==> config.mk <==
export PLATFORM = sky130hd
export DESIGN_NAME = cm_block_init
export DESIGN_NICKNAME = d
export VERILOG_FILES = /design/src/rtl/cmbi_pkg.sv /design/src/rtl/cmbi_sweep_ctr.sv /design/src/rtl/cmbi_fsm.sv /design/src/rtl/cmbi_wport.sv /design/src/rtl/cm_block_init.sv
export SDC_FILE = /design/constraint.sdc
export NUM_CORES = 1
export LEC_CHECK = 0
export ABC_AREA = 0
export BUFFER_PORTS_ARGS = -buffer_cell sky130_fd_sc_hd__buf_2
export CAP_MARGIN = 0
export CORE_MARGIN = 5
export CORE_UTILIZATION = 39
export DETAILED_ROUTE_END_ITERATION = 12
export GPL_ROUTABILITY_DRIVEN = 0
export PLACE_DENSITY_LB_ADDON = 0.2
export SKIP_CTS_REPAIR_TIMING = 1
export SYNTH_ARGS = -nofsm -noshare
export SYNTH_HDL_FRONTEND = slang
export SYNTH_HIERARCHICAL = 1
export SYNTH_SLANG_ARGS = --single-unit
==> constraint.sdc <==
create_clock -name clk -period 2 [get_ports clk]
set_input_delay 0.4 -clock clk [delete_from_list [all_inputs] [get_ports clk]]
set_output_delay 0.4 -clock clk [all_outputs]
set_load 0.005 [all_outputs]
==> src/rtl/cmbi_pkg.sv <==
package cmbi_pkg;
    typedef enum logic [2:0] {
        ST_IDLE,
        ST_REJECT,
        ST_WAIT,
        ST_SWEEP,
        ST_FINISH
    } cmbi_state_e;
endpackage

==> src/rtl/cmbi_sweep_ctr.sv <==
module cmbi_sweep_ctr #(
    parameter int ADDR_W = 6
) (
    input  logic              clk,
    input  logic              rst_n,
    input  logic              run,
    output logic [ADDR_W-1:0] addr,
    output logic              last
);
    logic [ADDR_W-1:0] cnt_q;

    always_ff @(posedge clk) begin
        if (!rst_n)   cnt_q <= '0;
        else if (run) cnt_q <= cnt_q + 1'b1;
        else          cnt_q <= '0;
    end

    assign addr = cnt_q;
    assign last = (cnt_q == {ADDR_W{1'b1}});
endmodule

==> src/rtl/cmbi_fsm.sv <==
module cmbi_fsm
    import cmbi_pkg::*;
(
    input  logic        clk,
    input  logic        rst_n,
    input  logic        blk_en,
    input  logic        blk_go,
    input  logic        frame_sync,
    input  logic        last,
    output cmbi_state_e state,
    output logic        run,
    output logic        load_pat,
    output logic        go_clear,
    output logic        done,
    output logic        busy
);
    cmbi_state_e state_q, state_d;

    always_ff @(posedge clk) begin
        if (!rst_n) state_q <= ST_IDLE;
        else        state_q <= state_d;
    end

    always_comb begin
        state_d = state_q;
        unique case (state_q)
            ST_IDLE: begin
                if (blk_go && blk_en)  state_d = ST_WAIT;   // arm
                else if (blk_go)       state_d = ST_REJECT; // refuse
            end
            ST_REJECT: state_d = ST_IDLE;                    // retire
            ST_WAIT: begin
                if (!blk_en)           state_d = ST_REJECT; // abort
                else if (frame_sync)   state_d = ST_SWEEP;  // launch
            end
            ST_SWEEP: begin
                if (last)              state_d = ST_FINISH; // last_word
            end
            ST_FINISH: state_d = ST_IDLE;                    // retire
            default:   state_d = ST_IDLE;
        endcase
    end

    always_comb begin
        run      = 1'b0;
        load_pat = 1'b0;
        go_clear = 1'b0;
        done     = 1'b0;
        busy     = 1'b0;
        unique case (state_q)
            ST_IDLE:   ;
            ST_REJECT: go_clear = 1'b1;
            ST_WAIT: begin
                busy     = 1'b1;
                load_pat = blk_en && frame_sync;
            end
            ST_SWEEP: begin
                busy = 1'b1;
                run  = 1'b1;
            end
            ST_FINISH: begin
                busy     = 1'b1;
                go_clear = 1'b1;
                done     = 1'b1;
            end
            default: ;
        endcase
    end

    assign state = state_q;
endmodule

==> src/rtl/cmbi_wport.sv <==
module cmbi_wport #(
    parameter int ADDR_W = 6,
    parameter int WORD_W = 16,
    parameter int PAT_W  = 3
) (
    input  logic              clk,
    input  logic              rst_n,
    input  logic              load_pat,
    input  logic [PAT_W-1:0]  pattern_in,
    input  logic              sweep_active,
    input  logic              busy,
    input  logic [ADDR_W-1:0] sweep_addr,
    input  logic              host_we,
    input  logic [ADDR_W-1:0] host_addr,
    input  logic [WORD_W-1:0] host_wdata,
    output logic              cm_we,
    output logic [ADDR_W-1:0] cm_addr,
    output logic [WORD_W-1:0] cm_wdata
);
    localparam int ZERO_W = WORD_W - PAT_W;

    logic [PAT_W-1:0]  pat_q;
    logic [WORD_W-1:0] fill_word;

    always_ff @(posedge clk) begin
        if (!rst_n)        pat_q <= '0;
        else if (load_pat) pat_q <= pattern_in;
    end

    assign fill_word = {pat_q, {ZERO_W{1'b0}}};

    always_comb begin
        if (sweep_active) begin
            cm_we    = 1'b1;
            cm_addr  = sweep_addr;
            cm_wdata = fill_word;
        end else begin
            cm_we    = host_we && !busy;
            cm_addr  = host_addr;
            cm_wdata = host_wdata;
        end
    end
endmodule

==> src/rtl/cm_block_init.sv <==
module cm_block_init
    import cmbi_pkg::*;
#(
    parameter int ADDR_W       = 6,
    parameter int WORD_W       = 16,
    parameter int PAT_W        = 3,
    parameter int FRAME_CYCLES = 40
) (
    input  logic              clk,
    input  logic              rst_n,
    input  logic              ctl_blk_en,
    input  logic              ctl_blk_go,
    input  logic [PAT_W-1:0]  ctl_pattern,
    input  logic              frame_sync,
    input  logic              host_we,
    input  logic [ADDR_W-1:0] host_addr,
    input  logic [WORD_W-1:0] host_wdata,
    output logic              cm_we,
    output logic [ADDR_W-1:0] cm_addr,
    output logic [WORD_W-1:0] cm_wdata,
    output logic              trig_clear,
    output logic              fill_busy,
    output logic              fill_done
);
    cmbi_state_e       cur_state;
    logic              sweep_run;
    logic              sweep_last;
    logic              pat_load;
    logic [ADDR_W-1:0] sweep_addr;

    cmbi_fsm u_fsm (
        .clk        (clk),
        .rst_n      (rst_n),
        .blk_en     (ctl_blk_en),
        .blk_go     (ctl_blk_go),
        .frame_sync (frame_sync),
        .last       (sweep_last),
        .state      (cur_state),
        .run        (sweep_run),
        .load_pat   (pat_load),
        .go_clear   (trig_clear),
        .done       (fill_done),
        .busy       (fill_busy)
    );

    cmbi_sweep_ctr #(.ADDR_W(ADDR_W)) u_ctr (
        .clk   (clk),
        .rst_n (rst_n),
        .run   (sweep_run),
        .addr  (sweep_addr),
        .last  (sweep_last)
    );

    cmbi_wport #(.ADDR_W(ADDR_W), .WORD_W(WORD_W), .PAT_W(PAT_W)) u_wport (
        .clk          (clk),
        .rst_n        (rst_n),
        .load_pat     (pat_load),
        .pattern_in   (ctl_pattern),
        .sweep_active (sweep_run),
        .busy         (fill_busy),
        .sweep_addr   (sweep_addr),
        .host_we      (host_we),
        .host_addr    (host_addr),
        .host_wdata   (host_wdata),
        .cm_we        (cm_we),
        .cm_addr      (cm_addr),
        .cm_wdata     (cm_wdata)
    );
endmodule

======== Word-level counts from Yosys, hierarchy flattened ========
Index checks and enable logic that the tools add are counted.
word-level totals
  bits in read-only memories .............. 0
  bits in latches ......................... 0
  register bits ........................... 12
  RAM bits ................................ 0
  memories kept ........................... 0
cells by class
  bitwise logic cells ..................... 0
  add/subtract/negate cells ............... 1
  magnitude comparators ................... 0
  reduce and logical (&&, ||, !) cells .... 9
  shift operators ......................... 0
  muxes and demuxes ....................... 14
  equality and inequality tests ........... 8
  $mul .................................... 0
  div/mod/pow operators ................... 0
operators with widths
  kind                   number
  $mux W16               1
  $mux W3                5
  $pmux W3 S3            1
  $add A6 B1 Y6 const B  1
  $eq A3 B2 Y1 const B   2
  $eq A6 B6 Y1 const B   1
  $mux W1                6
  $mux W6                1
  $eq A3 B1 Y1 const B   1
  $eq A3 B3 Y1 const B   1
  $logic_and A1 B1 Y1    3
  $logic_not A3 Y1       1
  $ne A3 B2 Y1 const B   1
  $ne A3 B3 Y1 const B   1
  $reduce_and A3 Y1      1
  $reduce_or A3 Y1       1
  $ne A2 B2 Y1 const B   1
  $reduce_and A2 Y1      1
  $reduce_or A2 Y1       1
  $logic_not A1 Y1       1

======== Logic depth before layout (Yosys ltp) ========
Gate-level depths: netlist of the first run.
  word-level depth ........................ 6
  gate-level depth with buffers ........... 6
  gate-level depth less buffers ........... 6

======== Hierarchy ========
The synthesis of the first run kept the hierarchy.
modules (own cells, without submodules)
  module          sequential area each (µm²)  area each (µm²)  instances  cells each
  cmbi_wport      60.1                        341.6            1          35
  cmbi_sweep_ctr  120.1                       226.5            1          24
  cmbi_fsm        60.1                        180.2            1          22

======== Least setup slack after synthesis of the first run ========
Ideal clock, no wire load.
  kind .................................... reg-to-output
  start ................................... register u_fsm.state_q[1], in the netlist u_fsm/state[1]
  end ..................................... output cm_addr[0]
  stages on the path, launching flop included .. 5
  buffers on the path ..................... 1
  arrival time ............................ 1260 ps
  setup slack ............................. 340 ps
  cell sequence ........................... dfxtp_1 > nor2b_2 > and2_1 > buf_6 > mux2_4
on the way
  longest elaborated chain between the ends .. 3
ends and longest elaborated chain
  item                      line                 RTL
  start: declaration        cmbi_fsm.sv:17       cmbi_state_e state_q, state_d;
  start signal: assignment  cmbi_fsm.sv:21       else state_q <= state_d;
  $eq A3 B2 Y1              cmbi_fsm.sv:50       unique case (state_q)
  $mux W1                   cmbi_fsm.sv:50
  net sweep_run             cm_block_init.sv:26  logic sweep_run;
  $mux W6                   cmbi_wport.sv:33     if (sweep_active) begin
  end: declaration          cm_block_init.sv:19  output logic [ADDR_W-1:0] cm_addr,
The timed path passes the listed nets, and every way through them passes these cells.

======== Worst setup path after layout of the first run ========
  start ................................... register u_fsm.state_q[1], in the netlist u_fsm/state[1]
  end ..................................... output cm_addr[3]
Same word-level chain as after synthesis.

==> results.ini, run 1 <==
[critical_path]
cp_data_required_time_ns = 1.60
critPathCaptureType = output pin
r2r-start = u_ctr/addr[0]
criticalPathCategory = reg -> out
reg2regPathDepth = 6
crit_fanout = 9
critPathArrivalTime_ns = 1.53
endpoint = cm_addr[3]
worstReg2RegEnd = u_fsm/state[1]
r2r_setup_slack_ns = 0.68
setup.worst_path.start = u_fsm/state[1]
cp-start-kind = register

[route]
routed_wl_mm = 2.11
wl_per_cell_um = 12.3
vias = 799
drt_first_pass_iters = 2
ant_nets = 0
drc = 0
dr.first_iter.drc_count = 7
vias_per_cell = 4.65

[clock_tree]
clock_latency_ns = 0.27
clock-sinks = 12
cts_tree = done
htreeDepth = 1
clock_path_buffers = 2
root_buffer = clkbuf_4
numCtsBuffers = 3
clk_pin_slew_worst_paths_ns = 0.07

[yosys]
ys_ff_latch = 12
syn_inst = 81
syn_area_um2 = 748
synthesis.nets = 113
ys_warn_count = 6
avgSynthCellArea_um2 = 9.24
seq_area_frac_synth_pct = 32.1
synthDistinctLibCells = 29

[sta]
max-slew-margin-rel_pct = 84.1
timing.fmax_mhz = 518
finalSetupViolations = 0
slew_viol_final = 0
tightest_slew_ns = 0.239
finalCritPeriodShare_pct = 96.5
period_needed_ns = 1.93
final-hold-violation-count = 0
whs_ns = 0.387
finalClockSkew_ns = 0.00990
setup_ws_ns = 0.0691

[global_route]
grt_usage_pct = 13.3
grt_antenna_before_repair = 0
grt_pass1_wl_mm = 2.90
grt_pass1_vias = 739
gr-total-overflow = 0
grt_max_degree = 14

[place]
place.port_buffers = 56
dp_slack_ns = 0.194
placed_area_mm2 = 0.00106
dpl.hpwl_mm = 1.65

[floorplanning]
core_region_area_mm2 = 0.00178
start_util_pct = 42.0
die_x_um = 53.8
pin_count = 57
dieHeight_um = 53.8
die_area_mm2 = 0.00289
num_rows = 15

[cells_and_area]
nNetsFinal = 180
layout-drive-gt1-share_pct = 56.5
area_growth_pct = 56.0
antenna_cells = 0
design_area_mm2 = 0.00117
final_util_pct = 65.5

[power]
ir_drop_mv = 0.368
power_frac_seq_pct = 44.0
power.leakage_nw = 0.586
swShare_pct = 23.2
powerDensity_mw_per_mm2 = 480
comb_power_share_pct = 21.8
pwr-share-clk_pct = 34.2
power.internal_mw = 0.431
switchingPower_mw = 0.130

[min_path]
min_path_type = in -> reg

[status]
outcome = finished, final reports clean

[flow_run]
max_cap_violations = 0

==> worst max-delay path, cell delays in order, from the launching register on <==
cell,delay [ns]
dfxtp_4,0.36
nor2b_4,0.14
and2_4,0.17
buf_8,0.14
mux2_2,0.33
buf_2,0.12
==> state kept, by name (all words and copies together), names as in the netlist <==
name           flops
u_ctr/addr         6
u_fsm/state        3
u_wport/pat_q      3
==> placed cells by master, fill, tap and decap left out <==
cell / netlist / final
nor2b_1: 17 / 17
nor3b_1: 1 / 1
or3b_1: 1 / 1
or3_1: 1 / 1
nand2_1: 5 / 5
mux2i_1: 3 / 3
a21oi_1: 2 / 2
xor2_1: 2 / 2
dfxtp_4: 0 / 1
nor2b_4: 0 / 1
buf_2: 1 / 56
a31oi_1: 1 / 1
mux2_4: 6 / 6
o21ai_0: 2 / 2
mux2_2: 3 / 3
nor2_1: 6 / 6
dfxtp_1: 12 / 10
nand3_1: 1 / 1
clkbuf_4: 0 / 3
dfxtp_2: 0 / 1
buf_4: 0 / 6
xnor2_1: 2 / 2
nand3_2: 1 / 1
and2_4: 0 / 1
inv_1: 1 / 1
clkbuf_8: 0 / 1
or2_2: 1 / 1
ha_1: 1 / 1
and3_1: 3 / 3
buf_8: 0 / 2
and2b_1: 1 / 1
nand2b_1: 2 / 2
nand3b_1: 1 / 1
a21o_1: 1 / 1
==> cells in the mapped netlist, drive strengths merged <==
master | instances | share of area (%)
a21o | 1 | 1.0
buf | 2 | 2.2
or3 | 1 | 0.84
nor2 | 6 | 3.0
and2 | 1 | 0.84
o21ai | 2 | 1.3
or2 | 1 | 0.84
inv | 1 | 0.50
nor2b | 18 | 15
dfxtp | 12 | 32
xnor2 | 2 | 2.3
and2b | 1 | 1.0
nand3 | 2 | 2.0
xor2 | 2 | 2.3
a31oi | 1 | 0.84
nand3b | 1 | 1.0
nand2 | 5 | 2.5
mux2i | 3 | 4.0
ha | 1 | 1.7
and3 | 3 | 2.5
or3b | 1 | 1.2
nand2b | 2 | 1.7
a21oi | 2 | 1.3
mux2 | 9 | 17
nor3b | 1 | 1.0
==> area by class of cell <==
cell class | instances | area, um^2
Multi-Input combinational cell | 66 | 495
Sequential cell | 12 | 245
Clock buffer | 4 | 36.3
Inverter | 1 | 3.75
Tap cell | 25 | 31.3
Timing Repair Buffer | 64 | 355
Fill cell | 153 | 616
==> stage by stage <==
stage | instances | setup TNS, ns | power (mW)
global placement | 162 | 0 | 0.363
floorplan | 81 | 0 | 0.304
finish | 172 | 0 | 0.561
CTS | 166 | -0.643 | 0.560
detailed placement | 162 | 0 | 0.366
global route | 172 | -0.0270 | 0.603
==> logic make-up after synthesis <==
logic type                 count (synthesis)  synth area share (%)
and+or+nand+nor                           43                  33.8
xor gates and xnor gates                   4                  4.68
AOI/OAI and AO/OA                          6                  4.52
buffers and inverters                      3                  2.67
adders and majority gates                  1                  1.67
DFF                                       12                  32.1
muxes                                     12                  20.6
==> layer usage <==
metal	GRT usage (%)	up-vias	part of all wire [%]	wire length, um
met3	4.43	0	13	274
met4	4.26	0	0	0
met2	25.2	35	51	1080
met5	0	-	0	0
met1	13.5	361	36	753
li1	-	403	-	-
==> power groups by stage <==
stage                     clock, mW  sequential, mW  combinational (mW)
after global placement            0           0.252               0.111
after global routing          0.220           0.248               0.135
after floorplan                   0           0.251              0.0521
after detailed placement          0           0.253               0.114
final                         0.192           0.247               0.122
after CTS                     0.199           0.247               0.114
==> how the worst min path moves through the flow <==
| stage | start | to | slack, ns | depth (start not counted) |
|---|---|---|---|---|
| 2_1_floorplan | u_ctr/addr[0] | u_ctr/addr[0] | 0.44 | 1 |
| 3_3_place_gp | u_ctr/addr[0] | u_ctr/addr[0] | 0.46 | 1 |
| 3_5_place_dp | u_ctr/addr[0] | u_ctr/addr[0] | 0.47 | 1 |
| 4_1_cts | ctl_blk_go | u_fsm/state[1] | 0.38 | 3 |
| 5_1_grt | ctl_pattern[1] | u_wport/pat_q[1] | 0.38 | 3 |
| 6_report | ctl_blk_go | u_fsm/state[1] | 0.39 | 3 |
Power figures use the tool's default switching activity.
==> run 2, diff against run 1 <==
--- a/config.mk
+++ b/config.mk
@@ -8,8 +8,10 @@
 export ABC_AREA = 0
 export BUFFER_PORTS_ARGS = -buffer_cell sky130_fd_sc_hd__buf_2
 export CAP_MARGIN = 0
+export CORE_ASPECT_RATIO = 0.8
 export CORE_MARGIN = 5
 export CORE_UTILIZATION = 39
+export CTS_CLUSTER_DIAMETER = 80
 export DETAILED_ROUTE_END_ITERATION = 12
 export GPL_ROUTABILITY_DRIVEN = 0
 export PLACE_DENSITY_LB_ADDON = 0.2
==> run 2 against run 1 <==
Sequential cell count stayed put. Non-clock buffer count is 2 lower. Via count is 3.5% lower. Clock power hardly changed. Fmax hardly changed. Critical endpoint is now cm_wdata[15]. Highest routed layer is now met4.
==> results.ini, run 2 (synthesis results as in run 1) <==
[global_route]
grt_max_degree = 14
grt_antenna_before_repair = 0
grt_pass1_vias = 690
gr-total-overflow = 0
grt_pass1_wl_mm = 2.97
grt_usage_pct = 13.2

[route]
ant_nets = 0
vias = 771
wl_per_cell_um = 11.7
dr.first_iter.drc_count = 13
drt_first_pass_iters = 3
vias_per_cell = 4.56
routed_wl_mm = 1.98
drc = 0

[place]
place.port_buffers = 56
placed_cells = 161
placed_area_mm2 = 0.00106
dpl.hpwl_mm = 1.56
dp_slack_ns = 0.197

[floorplanning]
die_area_mm2 = 0.00290
num_rows = 14
core_region_area_mm2 = 0.00186
dieHeight_um = 49.2
die_x_um = 59.0
pin_count = 57
start_util_pct = 40.3

[critical_path]
reg2regPathDepth = 6
setup.worst_path.start = u_fsm/state[1]
r2r_setup_slack_ns = 0.64
r2r-start = u_ctr/addr[0]
critical-path-max-stage-delay_ns = 0.36
crit_fanout = 8
crit_chain = nor2b_4 > and2_4 > buf_8 > mux2_2 > buf_2
cp-start-kind = register
critPathArrivalTime_ns = 1.53
cp_data_required_time_ns = 1.60
worstReg2RegEnd = u_fsm/state[1]
criticalPathCategory = reg -> out
timing.critical_path.slowest_stage_cell = dfxtp_4
critPathCaptureType = output pin

[min_path]
whs_path_depth = 3
holdPathEnd = u_fsm/state[1]
min_from = ctl_blk_go
min_path_type = in -> reg

[sta]
slew_viol_final = 0
max-slew-margin-rel_pct = 86.2
rsz0062_at_grt = false
finalCritPeriodShare_pct = 96.5
final-hold-violation-count = 0
finalClockSkew_ns = 0.00466
whs_ns = 0.363
period_needed_ns = 1.93
tightest_slew_ns = 0.205
fin_setup_tns_ns = 0
timing.fmax_mhz = 518
setup_ws_ns = 0.0703
finalSetupViolations = 0

[power]
powerDensity_mw_per_mm2 = 481
power.leakage_nw = 0.582
ir_drop_mv = 0.432

[cells_and_area]
layout_commonest_cell = buf_2
regArea_um2 = 244
design_area_mm2 = 0.00115
largest_register_ffs = 6
multi_input_area_um2 = 503
final_cell_count_no_fill = 169
antenna_cells = 0
fillers = 184
layout_common_cells = buf_2, nor2b_1, dfxtp_1, mux2_4, nor2_1
nNetsFinal = 178
area_growth_pct = 54.3
layout-drive-gt1-share_pct = 55.2

[clock_tree]
clock-sinks = 12
cts_tree = done
clock_path_buffers = 2
root_buffer = clkbuf_4
clk_pin_slew_worst_paths_ns = 0.07
htreeDepth = 1
clock_latency_ns = 0.27
numCtsBuffers = 3

[flow_run]
max_cap_violations = 0

[status]
outcome = finished, final reports clean

-- run 2: metal layers --
metal / wire (um) / track usage (%) / vias to the layer above / share of wire (%)
met5: 0 / 0 / - / 0
met4: 11 / 4.91 / 0 / 0.56
met1: 780 / 14.3 / 344 / 39
met3: 197 / 6.35 / 2 / 10
met2: 986 / 22.1 / 26 / 50
li1: - / - / 399 / -
-- run 2: worst max-delay path by stage --
stage / endpoint
6_report: cm_wdata[15]
5_1_grt: cm_wdata[15]
4_1_cts: cm_addr[3]
3_5_place_dp: cm_addr[3]
3_3_place_gp: cm_addr[3]
2_1_floorplan: cm_addr[0]
-- run 2: layout make-up --
type                       instances  share of cell area [%]
inverter                           1                   0.325
tap                               24                    2.60
timing repair buffer              62                    29.3
multi-input combinational         66                    43.6
sequential                        12                    21.1
clock buffer                       4                    3.14
-- run 2: report_power, final --
part | internal (mW) | switching, mW
Clock | 0.111 | 0.0780
Sequential | 0.242 | 0.00430
Combinational | 0.0775 | 0.0427
-- run 2: per-stage QoR --
step / utilization (%) / total power [mW]
after global routing: 62.2 / 0.588
after floorplan: - / 0.304
after CTS: 58.9 / 0.558
after global placement: 56.9 / 0.364
final: 62.2 / 0.555
after detailed placement: 56.9 / 0.366
-- run 2: worst max-delay path, delay by kind of cell (launching register included) --
family	cells	cell delay [ns]
flip-flops	1	0.36
multiplexers	1	0.33
AND/OR/NAND/NOR	2	0.31
buffers and inverters	2	0.25
==> run 3, diff against run 2 <==
--- a/config.mk
+++ b/config.mk
@@ -5,12 +5,12 @@
 export SDC_FILE = /design/constraint.sdc
 export NUM_CORES = 1
 export LEC_CHECK = 0
-export ABC_AREA = 0
+export ABC_AREA = 1
 export BUFFER_PORTS_ARGS = -buffer_cell sky130_fd_sc_hd__buf_2
 export CAP_MARGIN = 0
 export CORE_ASPECT_RATIO = 0.8
 export CORE_MARGIN = 5
-export CORE_UTILIZATION = 39
+export CORE_UTILIZATION = 40
 export CTS_CLUSTER_DIAMETER = 80
 export DETAILED_ROUTE_END_ITERATION = 12
 export GPL_ROUTABILITY_DRIVEN = 0
==> run 3 against run 2 <==
Hold slack gained 0.047 ns. Sequential power rose by 11%. Largest cell class unchanged. Largest power group is now combinational logic. Final cell count up 38%. Clock-buffer cell count unchanged. Critical endpoint is now cm_wdata[14]. Routed wire length rose by 14%. Combinational power grew to 2.5 times the previous value. Synthesized cell count is 85% higher. Fmax is 7.3% higher. Sequential cell count unchanged. Clock power about the same. Power rose by 38%.
==> results.ini, run 3 <==
[yosys]
synth_top_cell_by_area = dfxtp_1
netlist_top_cells_area = dfxtp_1, nand2_1, nor2_1
synthesis.nets = 182
synthSimpleGateAreaFrac_pct = 47.3
synthAdderAreaFrac_pct = 1.52
synthXorXnorAreaFrac_pct = 0
avgSynthCellArea_um2 = 5.47
synth_compound_area_share_pct = 5.03
syn_inst = 150
synth_most_common_cell = nand2_1
synth_top_family_by_area = simple AND/OR/NAND/NOR gates
ys_top_cells_by_count = nand2_1, nor2_1, inv_1, dfxtp_1, nand3_1
synthArstFlopShare_pct = 0
synth-edff-count = 0
synthDistinctLibCells = 17
seq_area_frac_synth_pct = 29.3
syn_area_um2 = 821
ys_warn_count = 6
synth_top_area_share_pct = 29.3
synth_mux_area_share_pct = 0
ys.flop_type = dfxtp_1
ys_ff_latch = 12

[clock_tree]
clock_path_buffers = 2
clock-sinks = 12
root_buffer = clkbuf_4
cts_tree = done
numCtsBuffers = 3
clock_latency_ns = 0.26
htreeDepth = 1
clk_pin_slew_worst_paths_ns = 0.08

[min_path]
min_from = rst_n
holdPathEnd = u_wport/pat_q[1]
whs_path_depth = 3
min_path_type = in -> reg

[critical_path]
cp_data_required_time_ns = 1.60
crit_fanout = 26
critPathCaptureType = output pin
cpMostUsedCell = nand2_1
reg2regPathDepth = 7
critical_path_buf_inv_count = 3
cp-start-kind = register
crit_chain = nand2_1 > nor2_2 > buf_6 > inv_2 > nand2_1 > nand2_1 > buf_2
r2r_setup_slack_ns = 0.71
worstReg2RegEnd = u_wport/pat_q[0]
r2r-start = u_fsm/state[1]
criticalPathCategory = reg -> out
critical-path-max-stage-delay_ns = 0.38
cpLargestDelayFamily = buffers and inverters
timing.critical_path.slowest_stage_cell = dfxtp_1
critPathArrivalTime_ns = 1.40

[global_route]
grt_max_degree = 27
grt_use_met2_pct = 24.7
grt_usage_pct = 14.7
grt_pass1_vias = 881
met1_usage_pct = 15.9
grt_use_met3_pct = 7.44
busiest_layer = met2
gr-total-overflow = 0
grt_antenna_before_repair = 0
grt_pass1_wl_mm = 3.51

[floorplanning]
start_util_pct = 43.0
core_region_area_mm2 = 0.00191
die_area_mm2 = 0.00306
num_rows = 14
pin_count = 57
dieHeight_um = 50.5
die_x_um = 60.6

[sta]
tightest_slew_ns = 0.386
period_needed_ns = 1.80
rsz0062_at_grt = false
fin_setup_tns_ns = 0
final-hold-violation-count = 0
finalClockSkew_ns = 0.00216
max-slew-margin-rel_pct = 74.1
finalCritPeriodShare_pct = 89.9
timing.fmax_mhz = 556
finalSetupViolations = 0
slew_viol_final = 0

[power]
pwr-share-clk_pct = 24.7
power.internal_mw = 0.500
power.leakage_nw = 0.716
powerDensity_mw_per_mm2 = 661
ir_drop_mv = 0.363
comb_power_share_pct = 39.6
power_frac_seq_pct = 35.7
power_mw = 0.767
switchingPower_mw = 0.266
swShare_pct = 34.7

[cells_and_area]
final_util_pct = 60.7
largest_register_ffs = 6
antenna_cells = 0
nNetsFinal = 242
area_growth_pct = 41.3
final_cell_count_no_fill = 233
design_area_mm2 = 0.00116
layout_common_cells = buf_2, nand2_1, nor2_1, inv_1, dfxtp_1
layout_commonest_cell = buf_2
fillers = 201
layout-drive-gt1-share_pct = 32.1

[route]
ant_nets = 0
wl_per_cell_um = 9.65
routed_wl_mm = 2.25
vias_per_cell = 4.45
dr.first_iter.drc_count = 24
drt_first_pass_iters = 4
drc = 0
vias = 1037

[place]
placed_area_mm2 = 0.00112
placed_cells = 229
place.port_buffers = 56
dpl.hpwl_mm = 1.84

[flow_run]
max_cap_violations = 0

[status]
outcome = finished, final reports clean

-- run 3: changes by cell type after synthesis, sizes merged, moves of 4 or more --
cell and delta:
nor2b -18, mux2 -9, nand2 +47, nand3 +4, inv +31, nor2 +28
-- run 3: logic make-up (layout without fill, tap and decap cells) --
| kind of cell | Yosys count | count (layout) |
|---|---|---|
| AOI/OAI and AO/OA | 8 | 8 |
| adders and majority gates | 1 | 1 |
| buffers and inverters | 34 | 93 |
| DFF | 12 | 12 |
| and+or+nand+nor | 95 | 95 |
-- run 3: per-layer routing --
layer,up-vias,routed length (um)
met5,-,0
met2,50,918
met3,2,407
met1,426,909
met4,0,13
li1,559,-
-- run 3: power by group through the flow --
stage	Clock (mW)	Combinational, mW	Sequential [mW]
6_report	0.189	0.304	0.274
5_1_grt	0.214	0.347	0.279
4_1_cts	0.196	0.305	0.273
3_5_place_dp	0	0.303	0.279
3_3_place_gp	0	0.296	0.278
2_1_floorplan	0	0.184	0.276
-- run 3: worst max path at each step --
stage,from,end,depth (start not counted)
after CTS,u_fsm/state[0],cm_wdata[15],7
after global placement,u_fsm/state[0],cm_we,6
final,u_fsm/state[0],cm_wdata[14],7
after floorplan,u_fsm/state[0],cm_addr[4],5
after global routing,u_fsm/state[0],cm_we,5
after detailed placement,u_fsm/state[0],cm_wdata[15],7
-- run 3: final cells by class --
cell class                      instances  area, um^2  area share, %
Clock buffer                            4        36.3           3.13
Inverter                               32         120           10.4
Multi-Input combinational cell        104         442           38.1
Sequential cell                        12         240           20.7
Tap cell                               24        30.0           2.59
Timing Repair Buffer                   57         292           25.1
-- run 3: worst reg2reg max path, cell delays in order, from the launching register on --
cell and delay, ns:
dfxtp_1 0.35, inv_1 0.07, nor2_1 0.13, nand2_1 0.12, nor2_1 0.33, nand2_1 0.10, nand2_1 0.06, nor2_1 0.04
-- run 3: stage by stage --
step	setup WS, ns	hold WS, ns
6_report	0.202	0.410
5_1_grt	0.0259	0.400
4_1_cts	0.130	0.403
3_5_place_dp	0.434	0.456
3_3_place_gp	0.468	0.449
2_1_floorplan	0.679	0.430
